**src/rtl/synth_cfg_pkg.sv**
```systemverilog
package synth_cfg_pkg;
    localparam int M_W    = 9;
    localparam int N_W    = 2;
    localparam int T_W    = 3;
    localparam int WORD_W = T_W + N_W + M_W;

    // synchronizer channel indices
    localparam int SYN_SCLK = 0;
    localparam int SYN_SDAT = 1;
    localparam int SYN_SLD  = 2;
    localparam int SYN_PLD  = 3;
    localparam int SYN_W    = 4;
    localparam int SYN_STAGES = 2;

    // field order matches the serial word: test select on top, divider at bit 0
    typedef struct packed {
        logic [T_W-1:0] t;
        logic [N_W-1:0] n;
        logic [M_W-1:0] m;
    } cfg_word_t;

    typedef struct packed {
        cfg_word_t cfg;
        logic      upd;
    } cfg_state_t;
endpackage

```
**src/rtl/cfg_sync.sv**
```systemverilog
module cfg_sync #(
    parameter int WIDTH  = 1,
    parameter int STAGES = 2
) (
    input  logic             clk,
    input  logic             rst_n,
    input  logic [WIDTH-1:0] din,
    output logic [WIDTH-1:0] lvl,
    output logic [WIDTH-1:0] rise,
    output logic [WIDTH-1:0] fall
);
    // STAGES synchronizing flops plus one history flop for edge detection
    logic [STAGES:0][WIDTH-1:0] pipe_d, pipe_q;

    always_comb begin
        pipe_d[0] = din;
        for (int i = 1; i <= STAGES; i++) begin
            pipe_d[i] = pipe_q[i-1];
        end
    end

    always_ff @(posedge clk or negedge rst_n) begin
        if (!rst_n) pipe_q <= '0;
        else        pipe_q <= pipe_d;
    end

    assign lvl  = pipe_q[STAGES-1];
    assign rise = pipe_q[STAGES-1] & ~pipe_q[STAGES];
    assign fall = ~pipe_q[STAGES-1] & pipe_q[STAGES];
endmodule

```
**src/rtl/cfg_shifter.sv**
```systemverilog
module cfg_shifter #(
    parameter int WIDTH = 14
) (
    input  logic             clk,
    input  logic             rst_n,
    input  logic             shift_en,
    input  logic             bit_in,
    output logic [WIDTH-1:0] word
);
    logic [WIDTH-1:0] sr_d, sr_q;

    always_comb begin
        sr_d = sr_q;
        if (shift_en) sr_d = {sr_q[WIDTH-2:0], bit_in};
    end

    always_ff @(posedge clk or negedge rst_n) begin
        if (!rst_n) sr_q <= '0;
        else        sr_q <= sr_d;
    end

    assign word = sr_q;
endmodule

```
**src/rtl/synth_cfg_port.sv**
```systemverilog
module synth_cfg_port
    import synth_cfg_pkg::*;
(
    input  logic           clk,
    input  logic           rst_n,
    input  logic [M_W-1:0] par_m,
    input  logic [N_W-1:0] par_n,
    input  logic           par_load,
    input  logic           ser_clk,
    input  logic           ser_data,
    input  logic           ser_load,
    output logic [M_W-1:0] cfg_m,
    output logic [N_W-1:0] cfg_n,
    output logic [T_W-1:0] cfg_t,
    output logic           cfg_updated
);
    logic [SYN_W-1:0]  syn_in, syn_lvl, syn_rise, syn_fall;
    logic [WORD_W-1:0] shift_word;
    logic              par_rise, par_hi, ser_fall, ser_shift;
    cfg_state_t        st_d, st_q;

    assign syn_in[SYN_SCLK] = ser_clk;
    assign syn_in[SYN_SDAT] = ser_data;
    assign syn_in[SYN_SLD]  = ser_load;
    assign syn_in[SYN_PLD]  = par_load;

    cfg_sync #(.WIDTH(SYN_W), .STAGES(SYN_STAGES)) i_sync (
        .clk  (clk),
        .rst_n(rst_n),
        .din  (syn_in),
        .lvl  (syn_lvl),
        .rise (syn_rise),
        .fall (syn_fall)
    );

    assign ser_shift = syn_rise[SYN_SCLK];
    assign ser_fall  = syn_fall[SYN_SLD];
    assign par_rise  = syn_rise[SYN_PLD];
    assign par_hi    = syn_lvl[SYN_PLD];

    cfg_shifter #(.WIDTH(WORD_W)) i_shift (
        .clk     (clk),
        .rst_n   (rst_n),
        .shift_en(ser_shift),
        .bit_in  (syn_lvl[SYN_SDAT]),
        .word    (shift_word)
    );

    always_comb begin
        st_d     = st_q;
        st_d.upd = 1'b0;
        if (par_rise) begin
            // parallel path wins; test select is kept
            st_d.cfg.m = par_m;
            st_d.cfg.n = par_n;
            st_d.upd   = 1'b1;
        end else if (ser_fall && par_hi) begin
            st_d.cfg = cfg_word_t'(shift_word);
            st_d.upd = 1'b1;
        end
    end

    always_ff @(posedge clk or negedge rst_n) begin
        if (!rst_n) begin
            st_q.cfg <= '1;
            st_q.upd <= 1'b0;
        end else begin
            st_q <= st_d;
        end
    end

    assign cfg_m       = st_q.cfg.m;
    assign cfg_n       = st_q.cfg.n;
    assign cfg_t       = st_q.cfg.t;
    assign cfg_updated = st_q.upd;
endmodule

```
**config.mk**
```make
export PLATFORM = sky130hd
export DESIGN_NAME = synth_cfg_port
export DESIGN_NICKNAME = d
export VERILOG_FILES = /design/src/rtl/synth_cfg_pkg.sv /design/src/rtl/cfg_sync.sv /design/src/rtl/cfg_shifter.sv /design/src/rtl/synth_cfg_port.sv
export SDC_FILE = /design/constraint.sdc
export NUM_CORES = 1
export LEC_CHECK = 0
export BUFFER_PORTS_ARGS = -buffer_cell sky130_fd_sc_hd__buf_2
export CAP_MARGIN = 5
export CORE_MARGIN = 3
export CORE_UTILIZATION = 44
export DETAILED_ROUTE_END_ITERATION = 8
export GPL_ROUTABILITY_DRIVEN = 0
export PLACE_DENSITY = 0.76
export SLEW_MARGIN = 5
export SYNTH_ARGS = -nofsm -noshare
export SYNTH_HDL_FRONTEND = slang
export SYNTH_SLANG_ARGS = --single-unit
```
**constraint.sdc**
```tcl
create_clock -name clk -period 1.3 [get_ports clk]
set_input_delay 0 -clock clk [delete_from_list [all_inputs] [get_ports clk]]
set_output_delay 0 -clock clk [all_outputs]
set_load 0.05 [all_outputs]
```
# == Word level (Yosys, flattened, before mapping) ==
# Index checks and enable logic that the tools add are counted.
# totals
in_bits,17
ff_bits,41
elab_cells,18
# classes
n_reduce_logical,3
mux,2
bitwise,5
# ops
operator,count
12-bit two-way mux,2
4-bit bitwise AND,1
4-bit inverter,1
3-bit bitwise AND,1
3-bit inverter,1
2-bit AND reduction,1
2-bit nonzero test,1
1-bit logical AND,1
1-bit inverter,1

# == Logic depth before layout (Yosys ltp) ==
# Gate-level depths: netlist (run 1).
# logic_depth
depth_word,5
ltp_mapped,5
ltp_nobuf,3

# == Hierarchy ==
# A second synthesis (run 1) with hierarchy kept.
# hier_totals
hier_cells,124
hier_area_um2,1700.4
# by_module_without_submodules
module,n_inst,cells_per_inst,area_each_um2
synth_cfg_port,1,71,780.7
cfg_shifter,1,29,519.2
cfg_sync,1,24,400.4

# == Least setup slack after synthesis (run 1) ==
# Ideal clock, no wire load.
# synth_timing
path_kind,flip-flop to flip-flop
startpoint,reg i_sync.pipe_q[8] (netlist name)
endpoint,reg i_shift.sr_q[1] (netlist: i_shift.word[1])
synth_period_minus_slack_ns,1.163
path_buffers,2
stages_incl_launch_ff,5
required_ns,1.175
arrival_time_ns,1.038
setup_slack_ns,0.137
path_cell_list,dfrtp_1 -> nor2b_1 -> buf_6 -> buf_6 -> mux2_2
# synth_via
elab_chain_len,2
# synth_rtl
item,line_no,rtl
start: declaration,cfg_sync.sv:13,"logic [STAGES:0][WIDTH-1:0] pipe_d, pipe_q;"
start signal: assignment,cfg_sync.sv:24,else pipe_q <= pipe_d;
4-bit inverter,cfg_sync.sv:28,assign rise = pipe_q[STAGES-1] & ~pipe_q[STAGES];
4-bit bitwise AND,cfg_sync.sv:28,
end signal: assignment,cfg_shifter.sv:19,else sr_q <= sr_d;
end: declaration,cfg_shifter.sv:10,"logic [WIDTH-1:0] sr_d, sr_q;"
# Every way passes these cells.
# A chain may end at the register's enable or synchronous reset.

# == Final worst setup path (run 1) ==
# layout_timing
startpoint,reg i_sync.pipe_q (netlist bit i_sync.lvl[2])
endpoint,reg st_q (netlist bit cfg_t[1])
# layout_via
elab_chain_len,4
# layout_rtl
item,line_no,rtl
3-bit inverter,cfg_sync.sv:29,assign fall = ~pipe_q[STAGES-1] & pipe_q[STAGES];
3-bit bitwise AND,cfg_sync.sv:29,
1-bit logical AND,synth_cfg_port.sv:57,end else if (ser_fall && par_hi) begin
2-bit AND reduction (no source line),--,
end signal: assignment,synth_cfg_port.sv:68,st_q <= st_d;
end: declaration,synth_cfg_port.sv:20,"cfg_state_t st_d, st_q;"
# Every way passes these cells.

==> run summary, run 1 <==
The critical register-to-register path startpoint is i_sync.lvl[2]$_DFF_PN0_. The achievable frequency is 792 MHz. The number of global-route vias before repair is 1041. The critical path data required time is 1.57 ns. The detailed-routing wirelength on met1 came out at 1.15 mm. The average cell area after synthesis came out at 14.7 sq um.

The final net count is 172. The clock skew came out at 0.0100 ns. The H-tree generated during clock tree synthesis spans 2 levels. The smallest clock period supported by the final layout is computed as 1.26 ns. The number of sinks handled by clock tree synthesis is 40. The initial antenna violation count is 0. TritonCTS built the clock tree. The cell count after synthesis came out at 101. Entering global routing, the biggest net connects 22 pins.

The cell area that synthesis handed to floorplanning was 0.00148 sq mm. Dividing the detail-routed wire length by the instance count gives 13.5 microns. The internal reg-to-reg setup slack came out at 0.04 ns.

The die is 64.1 microns tall. Excluding fillers, the count of instances in the completed layout stands at 200. The core area came out at 0.00313 sq mm.

The detailed-routing iteration count for the pre-antenna-repair pass came out at 2. The amount of wire on met2 after detailed routing came out at 1.37 mm. The first routing iteration left 42 violations. The core occupancy in the finished layout is 61.9%. The largest single stage delay on the critical path is 0.40 ns. The static leakage power came out at 0.902 nW. The count of buffers inserted at the top-level ports came out at 31.

The worst-case headroom to the max-slew limit is 67.8%. The total count of max-transition violations in the final report was 0. The routed wire length is 2.70 mm. For this run, design rule violations remaining after detail routing come to 0. Summing over every cut layer, the via total after detailed routing is 967. Setup violations remaining at the end of the flow were counted as 0. The final hold violation count is 0. The buffering stage count on the worst path with inverters included is 1. Global routing used 15.8% of the available tracks across all layers. The TritonCTS buffer count came out at 5. Compared with the post-synthesis result, the final layout area differs by 30.4%. The die covers 0.00411 sq mm. The endpoint class of the critical path is a flop.

Setup repair after global routing left no endpoint under its margin. The highest metal layer with signal wires is met4. IR analysis of the VDD net gives a maximum drop of 0.000906 V. Power spread over the standard cell area amounts to 1730 mW/mm^2. The kind of cell with the highest combined delay on the critical path is flip-flops. CTS placed an instance of sky130_fd_sc_hd__clkbuf_4 at the clock tree root. The number of antenna diodes in the final layout is 0.

The wire length of the first global-routing pass is 4.82 mm. The number of cell rows is 20. The effective utilization at floorplan came out at 47.4%. The number of ports placed on the die boundary came out at 32. The Yosys warning count is 0. Traced cell by cell, the critical path runs through and4b_1 -> buf_6 -> mux2_2. The type of the tightest min-delay check is input port to asynchronous set/reset pin. Summed over all nets, the half-perimeter wirelength after detailed placement is 1.95 mm.

Dividing the final minimum period by the clock period gives 97.1%. The critical path is of the flop to flop type. The register bit count reported by yosys came out at 40. The net count of the mapped netlist is 118. For this design, the slowest cell found on the critical path is sky130_fd_sc_hd__dfrtp_1. The flow ran to the end, and the final reports show no timing, DRC or antenna violations.

After detailed routing, the number of vias per cell comes to 4.84. The data arrival time of the critical path is 1.53 ns. The depth of the worst register-to-register path is 3. The clock slew seen by the registers of the worst setup and hold paths came out at 0.11 ns. The worst setup path is launched from a flop. The capture instance of the worst register-to-register path is cfg_t[1]$_DFFE_PN1P_.

The total congestion overflow came out at 0. The placed instance count came out at 176. The wire length on met3 came out at 107 microns.

The worst-skew pair later-pin latency came out at 0.34 ns. The maximum net fanout on the critical path is 4. The fraction of layout instances using a drive strength above 1 is 47.4%.

The number of nets with antenna violations after detailed routing is 0. Summing the sequential cell areas from Yosys gives 68.6% of the chip area. Counting along the longest clock path gives a buffer depth of 2. The die extent in x is 64.1 microns. The number of maximum-capacitance violations came out at 0.

Synthesis instantiated 15 different standard cells from the library. For the pin with the worst max-slew slack, the measured transition is 0.483 ns. The number of setup buffers added after CTS is 0.
## area by class of cell
type                            instances  area (sq um)
Clock inverter                          2          35.0
Sequential cell                        40          1020
Inverter                               11          41.3
Clock buffer                            6          41.3
Tap cell                               44          55.1
Fill cell                             238          1190
Multi-Input combinational cell         44           368
Timing Repair Buffer                   53           377
## worst max-delay path by stage
| stage | startpoint | endpoint | slack [ns] | cells past startpoint |
|---|---|---|---|---|
| 5_1_grt | i_sync.lvl[2]$_DFF_PN0_ | cfg_t[1]$_DFFE_PN1P_ | 0.02 | 3 |
| 2_1_floorplan | i_sync.pipe_q[8]$_DFF_PN0_ | i_shift.word[1]$_DFFE_PN0P_ | 0.14 | 4 |
| 4_1_cts | i_sync.lvl[2]$_DFF_PN0_ | cfg_t[1]$_DFFE_PN1P_ | 0.02 | 3 |
| 3_5_place_dp | i_sync.lvl[3]$_DFF_PN0_ | cfg_n[1]$_DFFE_PN1P_ | -0.08 | 3 |
| 6_report | i_sync.lvl[2]$_DFF_PN0_ | cfg_t[1]$_DFFE_PN1P_ | 0.04 | 3 |
| 3_3_place_gp | i_sync.pipe_q[11]$_DFF_PN0_ | cfg_m[7]$_DFFE_PN1P_ | 0.003 | 3 |
## routing by layer
metal / up-vias / track usage (%)
met5: - / 0
met4: 0 / 7.55
met3: 7 / 5.45
met2: 23 / 25.3
met1: 485 / 19.0
li1: 452 / -
## cell families (layout without fill, tap and decap cells)
group	count (synthesis)	after routing	synth area share, %
AOI/OAI and AO/OA	23	23	9.78
DFF	40	40	68.6
buffers and inverters	17	72	6.74
muxes	17	17	12.9
and+or+nand+nor	4	4	1.94
## report_power, final
part	leakage [nW]	internal, mW	switching (mW)
sequential	0.459	1.59	0.183
clock	0.0422	0.403	0.373
combinational	0.401	0.316	0.487
total	0.902	2.31	1.04
## per-stage QoR
step | area (sq um) | power [mW] | TNS (ns) | hold WS [ns] | setup WS (ns)
final | 1940 | 3.35 | 0 | 0.156 | 0.0377
after global routing | 1940 | 3.54 | 0 | 0.184 | 0.0151
after CTS | 1930 | 3.38 | 0 | 0.147 | 0.0167
after detailed placement | 1690 | 2.57 | -0.417 | -0.0169 | -0.0808
after global placement | 1690 | 2.52 | 0 | -0.0259 | 0.00315
after floorplan | 1480 | 2.34 | 0 | -0.296 | 0.137
## registers in the layout (all words and copies together), names as in the netlist
name           flops
cfg_updated        1
i_sync.lvl         4
i_shift.word      14
cfg_m              9
i_sync.pipe_d      4
cfg_t              3
cfg_n              2
i_sync.pipe_q      3
## repair_timing
item                                    in CTS  in global routing
hold buffers                                16                  0
gates resized for setup                      1                  1
endpoints found under the hold margin       48                  0
endpoints found under the setup margin      11                  1
## cell usage after synthesis (all sizes together)
| cell type | count | share of area [%] |
|---|---|---|
| inv | 11 | 2.8 |
| nand2b | 1 | 0.42 |
| dfstp | 14 | 25 |
| nor2b | 2 | 0.84 |
| a21boi | 1 | 0.51 |
| mux2 | 17 | 13 |
| a22oi | 11 | 5.6 |
| buf | 6 | 4.0 |
| dfrtp | 26 | 44 |
| and4b | 1 | 0.67 |
| o21ai | 11 | 3.7 |
## worst register-to-register path, delay by kind of cell (launching register included)
family                 cells  cell delay [ns]
buffers and inverters      1             0.14
DFF                        1             0.40
and+or+nand+nor            1             0.32
muxes                      1             0.33
## layout by cell type (no fill, tap or decap), types with 2 or more instances in the layout
cell type,n
sky130_fd_sc_hd__mux2_2,15
sky130_fd_sc_hd__dfstp_2,14
sky130_fd_sc_hd__clkbuf_4,5
sky130_fd_sc_hd__mux2_1,2
sky130_fd_sc_hd__o21ai_1,10
sky130_fd_sc_hd__dlygate4sd3_1,16
sky130_fd_sc_hd__a22oi_1,11
sky130_fd_sc_hd__dfrtp_1,26
sky130_fd_sc_hd__buf_4,4
sky130_fd_sc_hd__buf_2,31
sky130_fd_sc_hd__inv_1,11
No activity file was read; power rests on OpenSTA's default activity.
==> run 2: changes to the inputs <==
- PLACE_DENSITY: 0.76 -> 0.78
- clock period: 1.3 -> 1 ns (I/O delays scaled with it)
==> run 2 against run 1 <==
- the flow now finishes with violations (negative setup slack)
- highest routed layer unchanged
- register-to-register slack lost 0.25 ns
- fmax grew 4.0%
- clock power grew 52%
- critical path depth is the same
- via count grew 5.6%
- clock skew grew 0.0037 ns
- sequential power grew 35%
- utilization grew 9.7 points
- first-iteration DRC count shrank 7.1%
- design area grew 16%
- critical path type unchanged
==> run summary, run 2 (synthesis gave the netlist of run 1 again) <==
The run finished, with violations left. The checks that failed: negative setup slack. The critical path data required time came out at 1.28 ns. The initial antenna violation count is 0. The detailed-routing iteration count for the pre-antenna-repair pass came out at 4. The transition time at the pin with the least slew margin is 0.345 ns. The tree built by TritonCTS fans out to 40 sinks. The type of the tightest min-delay check is input port to asynchronous set/reset pin. The core area came out at 0.00313 sq mm. The effective utilization at floorplan is 47.4%. The first global-routing pass estimated 5.26 mm of wire.

The critical path launch point is i_sync.lvl[2]$_DFF_PN0_. Across the VDD grid, the largest voltage drop is 0.00144 V. The data arrival time of the critical path came out at 1.49 ns. In this run, placement finished with an instance count of 178. The average wire per standard cell came out at 15.1 microns. The number of nets with antenna violations after detailed routing is 0. For the final database, setup skew stands at 0.0138 ns. At the end of the flow, the number of nets in the layout was 178. The startpoint identified for the worst register-to-register timing path is i_sync.lvl[2]$_DFF_PN0_. Setup violations remaining at the end of the flow were counted as 42. The final worst-path cycle share is 121%. The internal reg-to-reg setup slack came out at -0.21 ns.

The count of buffers inserted at the top-level ports is 31. The achievable frequency is 824 MHz. STA classifies the critical path startpoint as a flop. Setup repair after global routing could not meet its margin everywhere. The worst setup slack before clock tree synthesis is -0.203 ns. The core occupancy in the finished layout is 71.6%. In this run the top signal layer used is met4. The amount of wire on met2 after detailed routing came out at 1.68 mm. The total routing usage reported by global routing came out at 17.5%. From synthesis to final layout, the design area changed by 50.9%. The number of design rule violations left after detail routing is 0. For this design the top-level I/O count stands at 32.

The worst setup path is of the flop to flop kind. The worst path setup slack after routing came out at -0.213 ns. Clock latency on the worst-skew pair, taken at its later pin, is 0.35 ns.

After layout, the minimum clock period comes to 1.21 ns. The estimated wirelength of the detail-placed design is 1.86 mm. The worst hold-check slack is 0.0853 ns. The detailed-route via count came out at 1021. The ratio of routed vias to standard cells is 4.96. After routing the design area is 0.00224 sq mm. The routed wire length is 3.11 mm. The total count of max-transition violations in the final report is 0. The most common cell after layout, fill and taps aside is sky130_fd_sc_hd__dfrtp_1. The total power after layout is 5.07 mW.

The die span in y is 64.1 microns. The maximum number of pins on one net before global-route repair came out at 27. In the layout the commonest cells are sky130_fd_sc_hd__dfrtp_1, sky130_fd_sc_hd__mux2_4, sky130_fd_sc_hd__buf_2. The power per cell area came out at 2270 mW/mm^2. The final hold violation count came to 0. The number of DRC markers in iteration 0 came out at 39.

The total die area is 0.00411 sq mm. The total congestion overflow came out at 0. The die is 64.1 microns wide.

Measured against its own limit, the worst slew margin works out to 77.0%. The detailed-routing wirelength on met1 is 1.21 mm. For the worst flop-to-flop path, the logic depth is 3. After detailed placement, the total cell area comes to 0.00177 sq mm.

The TritonCTS buffer count is 5. The total number of H-tree levels came out at 2. In this run the static leakage power is 1.04 nW.

The maximum number of buffers from clock root to sink came out at 2. The setup TNS is -4.44 ns. Leaving out filler cells and counting taps, the final layout contains 206. The maximum net fanout on the critical path is 14.

The number of flip-flops in the largest register came out at 14. STA classifies the critical path endpoint as a flop. The clock slew seen by the registers of the worst setup and hold paths came out at 0.12 ns. The number of global-route vias before repair is 1121. The capture instance of the worst register-to-register path is cfg_t[2]$_DFFE_PN1P_.

The repair_antennas step left the layout with diodes totalling 0. The fraction of layout instances using a drive strength above 1 is 51.9%. The filler cell count came out at 211.

TritonCTS built the clock tree. The wire length on met3 came out at 142 microns. Across the run, the number of max-cap violations was 0. The number of cell rows is 20. The tree is rooted in a sky130_fd_sc_hd__clkbuf_4.
[run 2: worst max-delay path by stage]
stage | endpoint | slack [ns]
2_1_floorplan | i_shift.word[10]$_DFFE_PN0P_ | -0.15
3_3_place_gp | cfg_t[0]$_DFFE_PN1P_ | -0.17
3_5_place_dp | cfg_t[2]$_DFFE_PN1P_ | -0.20
4_1_cts | cfg_t[2]$_DFFE_PN1P_ | -0.22
5_1_grt | cfg_t[0]$_DFFE_PN1P_ | -0.26
6_report | cfg_t[2]$_DFFE_PN1P_ | -0.21
[run 2: area by class of cell]
cell class | count | area [sq um] | share of cell area, %
multi-input combinational | 44 | 440 | 19.7
sequential | 40 | 1020 | 45.5
tap | 44 | 55.1 | 2.46
timing repair buffer | 59 | 589 | 26.3
clock inverter | 1 | 30.0 | 1.34
clock buffer | 7 | 65.1 | 2.91
inverter | 11 | 41.3 | 1.84
[run 2: worst max-delay path, cell delays in order (launching register included)]
cell and delay [ns]:
sky130_fd_sc_hd__dfrtp_1 0.40, sky130_fd_sc_hd__and4b_1 0.30, sky130_fd_sc_hd__buf_12 0.16, sky130_fd_sc_hd__mux2_4 0.30
[run 2: power by group]
| group | switching [mW] | internal [mW] | leakage [nW] |
|---|---|---|---|
| registers | 0.319 | 2.07 | 0.459 |
| clock network | 0.514 | 0.664 | 0.0515 |
| logic | 0.668 | 0.841 | 0.530 |
[run 2: routing by layer]
layer  track usage, %  up-vias
met5                0        -
met4             8.63        0
met3             5.80        8
met2             29.3       29
met1             19.8      516
li1                 -      468
[run 2: timing repair]
item | CTS | global route
endpoints found under the setup margin | 43 | 43
resized for setup | 49 | 7
hold endpoints to repair | 46 | 0
cloned | 1 | 0
setup buffers | 2 | 1
hold buffers | 16 | 0
==> run 3: changes to the inputs <==
- CORE_UTILIZATION: 44 -> 47
- PLACE_DENSITY: 0.78 -> 0.82
- SLEW_MARGIN: 5 -> 40
==> run 3 against run 2 <==
- the flow still finishes with violations (negative setup slack)
- global-route usage grew 0.21 points
- hold slack gained 0.065 ns
- sequential share of layout area shrank 0.52 points
- largest cell class unchanged
- worst setup slack lost 0.016 ns
- total power shrank 2.2%
- highest routed layer unchanged
- clock power shrank 13%
- design area grew 1.3%
- critical endpoint is now cfg_t[1]$_DFFE_PN1P_
- sequential power is essentially flat
==> run summary, run 3 (synthesis gave the netlist of run 1 again) <==
The number of maximum-capacitance violations is 0. The final net count is 181. The worst-case headroom to the max-slew limit came out at 81.2%.

The minimum period implied by the final worst setup slack came out at 1.23 ns. The depth of the worst register-to-register path is 3. The worst stage delay on the critical path is 0.40 ns.

The placed instance count is 175. In this run the power density over the cells is 2190 mW/mm^2. In this run, the number of DRC markers left after iteration 0 of detailed routing was 41. After layout, the worst setup slack is -0.229 ns. Summed over all cells, the static leakage comes to 1.06 nW. The maximum net fanout on the critical path came out at 14. Using the TritonRoute via totals, the vias-per-cell ratio works out to 5.07. The master of the slowest instance on the critical path is sky130_fd_sc_hd__dfrtp_1. The die extent in x came out at 62.2 microns. The core region is 0.00288 sq mm. The final worst-path cycle share is 123%. The final instance count without filler cells is 207. The endpoint identified for the worst register-to-register timing path is cfg_t[1]$_DFFE_PN1P_. The total count of max-transition violations in the final report came out at 0. Tracing the worst setup path back leads to its startpoint at i_sync.lvl[2]$_DFF_PN0_. In the layout the commonest cells are sky130_fd_sc_hd__dfrtp_1, sky130_fd_sc_hd__mux2_4, sky130_fd_sc_hd__buf_2. On the critical path the largest part of the delay comes from flip-flops.

With fillers left out, the area of the finished cells amounts to 0.00227 sq mm. The worst hold-check slack is 0.150 ns. The setup TNS is -5.26 ns. The checks that failed: negative setup slack. The number of flip-flops in the largest register came out at 14. The worst setup path is captured at a flop.

The average wire per standard cell came out at 15.8 microns. After clock tree synthesis, the clock-pin slew on the worst setup and hold paths is 0.11 ns. In this run the core area contains 19 standard-cell rows. The detailed-routing iteration count for the pre-antenna-repair pass came out at 4. The critical register-to-register path startpoint is i_sync.lvl[2]$_DFF_PN0_.

The area growth from synthesis to layout is 52.9%. The root buffer cell chosen for the clock tree is sky130_fd_sc_hd__clkbuf_4. The initial antenna violation count is 0. The total number of H-tree levels came out at 2. The start-to-end type of the worst setup path is flop to flop. The critical path data required time came out at 1.27 ns. Once layout is complete, the utilization of the core stands at 78.9%. The final hold violation count came out at 0. The die span in y came out at 62.2 microns. The run finished, with violations left. Traced cell by cell, the critical path runs through and4b_1 -> buf_12 -> mux2_4. The number of design rule violations left after detail routing is 0. The internal reg-to-reg setup slack came out at -0.23 ns. The tightest min-delay check is of the input port to asynchronous set/reset pin type. The clock tree from TritonCTS is yes. The total die area came out at 0.00387 sq mm.

The worst setup path is launched from a flop. The estimated wirelength of the detail-placed design came out at 1.83 mm. The detailed-route via count came out at 1049. Derived from the worst setup path, the maximum achievable clock frequency is 814 MHz. No sink is reached through more buffers than the 2 on the longest clock path. After detailed placement, the total cell area comes to 0.00176 sq mm. The library cell used most frequently in the layout, excluding fill and tap cells, is sky130_fd_sc_hd__dfrtp_1.

The total congestion overflow came out at 0. IR analysis of the VDD net gives a maximum drop of 0.00133 V. For this configuration, the core starts out at a cell density of 51.6%.

At the pin with the least slew margin, the transition time is 0.282 ns. The number of ports placed on the die boundary is 32. The total routing usage reported by global routing is 17.7%.

The worst setup slack before clock tree synthesis is -0.385 ns. The number of global-route vias before repair is 1108. The wire length of the first global-routing pass came out at 5.26 mm. The maximum number of pins on one net before global-route repair is 41. In this run, CTS created clock tree buffers numbering 5. The count of buffers inserted at the top-level ports is 31.

Once detail routing completed, the nets flagged for antenna violations numbered 0. Between clock sinks in the finished design, the worst skew comes to 0.00809 ns. The total of endpoints with negative setup slack in the final report came out at 43.

Overall power consumption after layout is estimated at 4.96 mW. The repair_antennas step left the layout with diodes totalling 0. The fraction of layout instances using a drive strength above 1 is 54.5%. The worst-skew pair later-pin latency is 0.34 ns. The data arrival time of the critical path is 1.50 ns.

The number of sinks handled by clock tree synthesis came out at 40. Setup repair after global routing could not meet its margin everywhere. The buffering stage count on the worst path with inverters included is 1. The routed wire length is 3.26 mm.
[run 3: cell types whose count changed in the layout (fill, tap and decap cells not counted), sizes merged]
cell    delta
clkinv     +1
clkbuf     -1
buf        +3
[run 3: worst register-to-register path: stages (launching register included)]
cell	delay, ns
sky130_fd_sc_hd__dfrtp_1	0.40
sky130_fd_sc_hd__and4b_1	0.30
sky130_fd_sc_hd__buf_12	0.16
sky130_fd_sc_hd__mux2_4	0.30
[run 3: cell type report]
type / count / area (sq um)
sequential: 40 / 1020
inverter: 11 / 41.3
tap: 42 / 52.6
clock buffer: 6 / 41.3
multi-input combinational: 44 / 467
timing repair buffer: 62 / 612
fill: 147 / 608
clock inverter: 2 / 35.0
[run 3: timing repair]
item                                    4_1_cts  5_1_grt
pin swaps                                     0        1
hold buffers                                 16        0
endpoints found under the setup margin       43       43
hold endpoints to repair                     55        0
gates cloned                                  2        0
buffers inserted                              3        3
resized for setup                            55        8
[run 3: worst max path at each step]
stage	endpoint	slack [ns]	depth (start not counted)
final	cfg_t[1]$_DFFE_PN1P_	-0.23	3
after global placement	cfg_m[6]$_DFFE_PN1P_	-0.29	3
after detailed placement	cfg_n[0]$_DFFE_PN1P_	-0.39	3
after global routing	cfg_t[1]$_DFFE_PN1P_	-0.28	3
after CTS	cfg_t[2]$_DFFE_PN1P_	-0.21	3
after floorplan	i_shift.word[10]$_DFFE_PN0P_	-0.15	4
[run 3: power by group]
part | internal, mW | switching [mW] | leakage [nW] | total (mW)
Sequential | 2.07 | 0.330 | 0.458 | 2.40
Clock | 0.524 | 0.504 | 0.0422 | 1.03
Combinational | 0.852 | 0.684 | 0.562 | 1.54
Total | 3.44 | 1.52 | 1.06 | 4.96
[run 3: routing by layer]
metal / global-route usage, % / up-vias / wire (microns)
met1: 22.0 / 533 / 1390
met4: 8.84 / 0 / 65
met3: 4.14 / 9 / 135
met5: 0 / - / 0
li1: - / 470 / -
met2: 28.9 / 37 / 1670
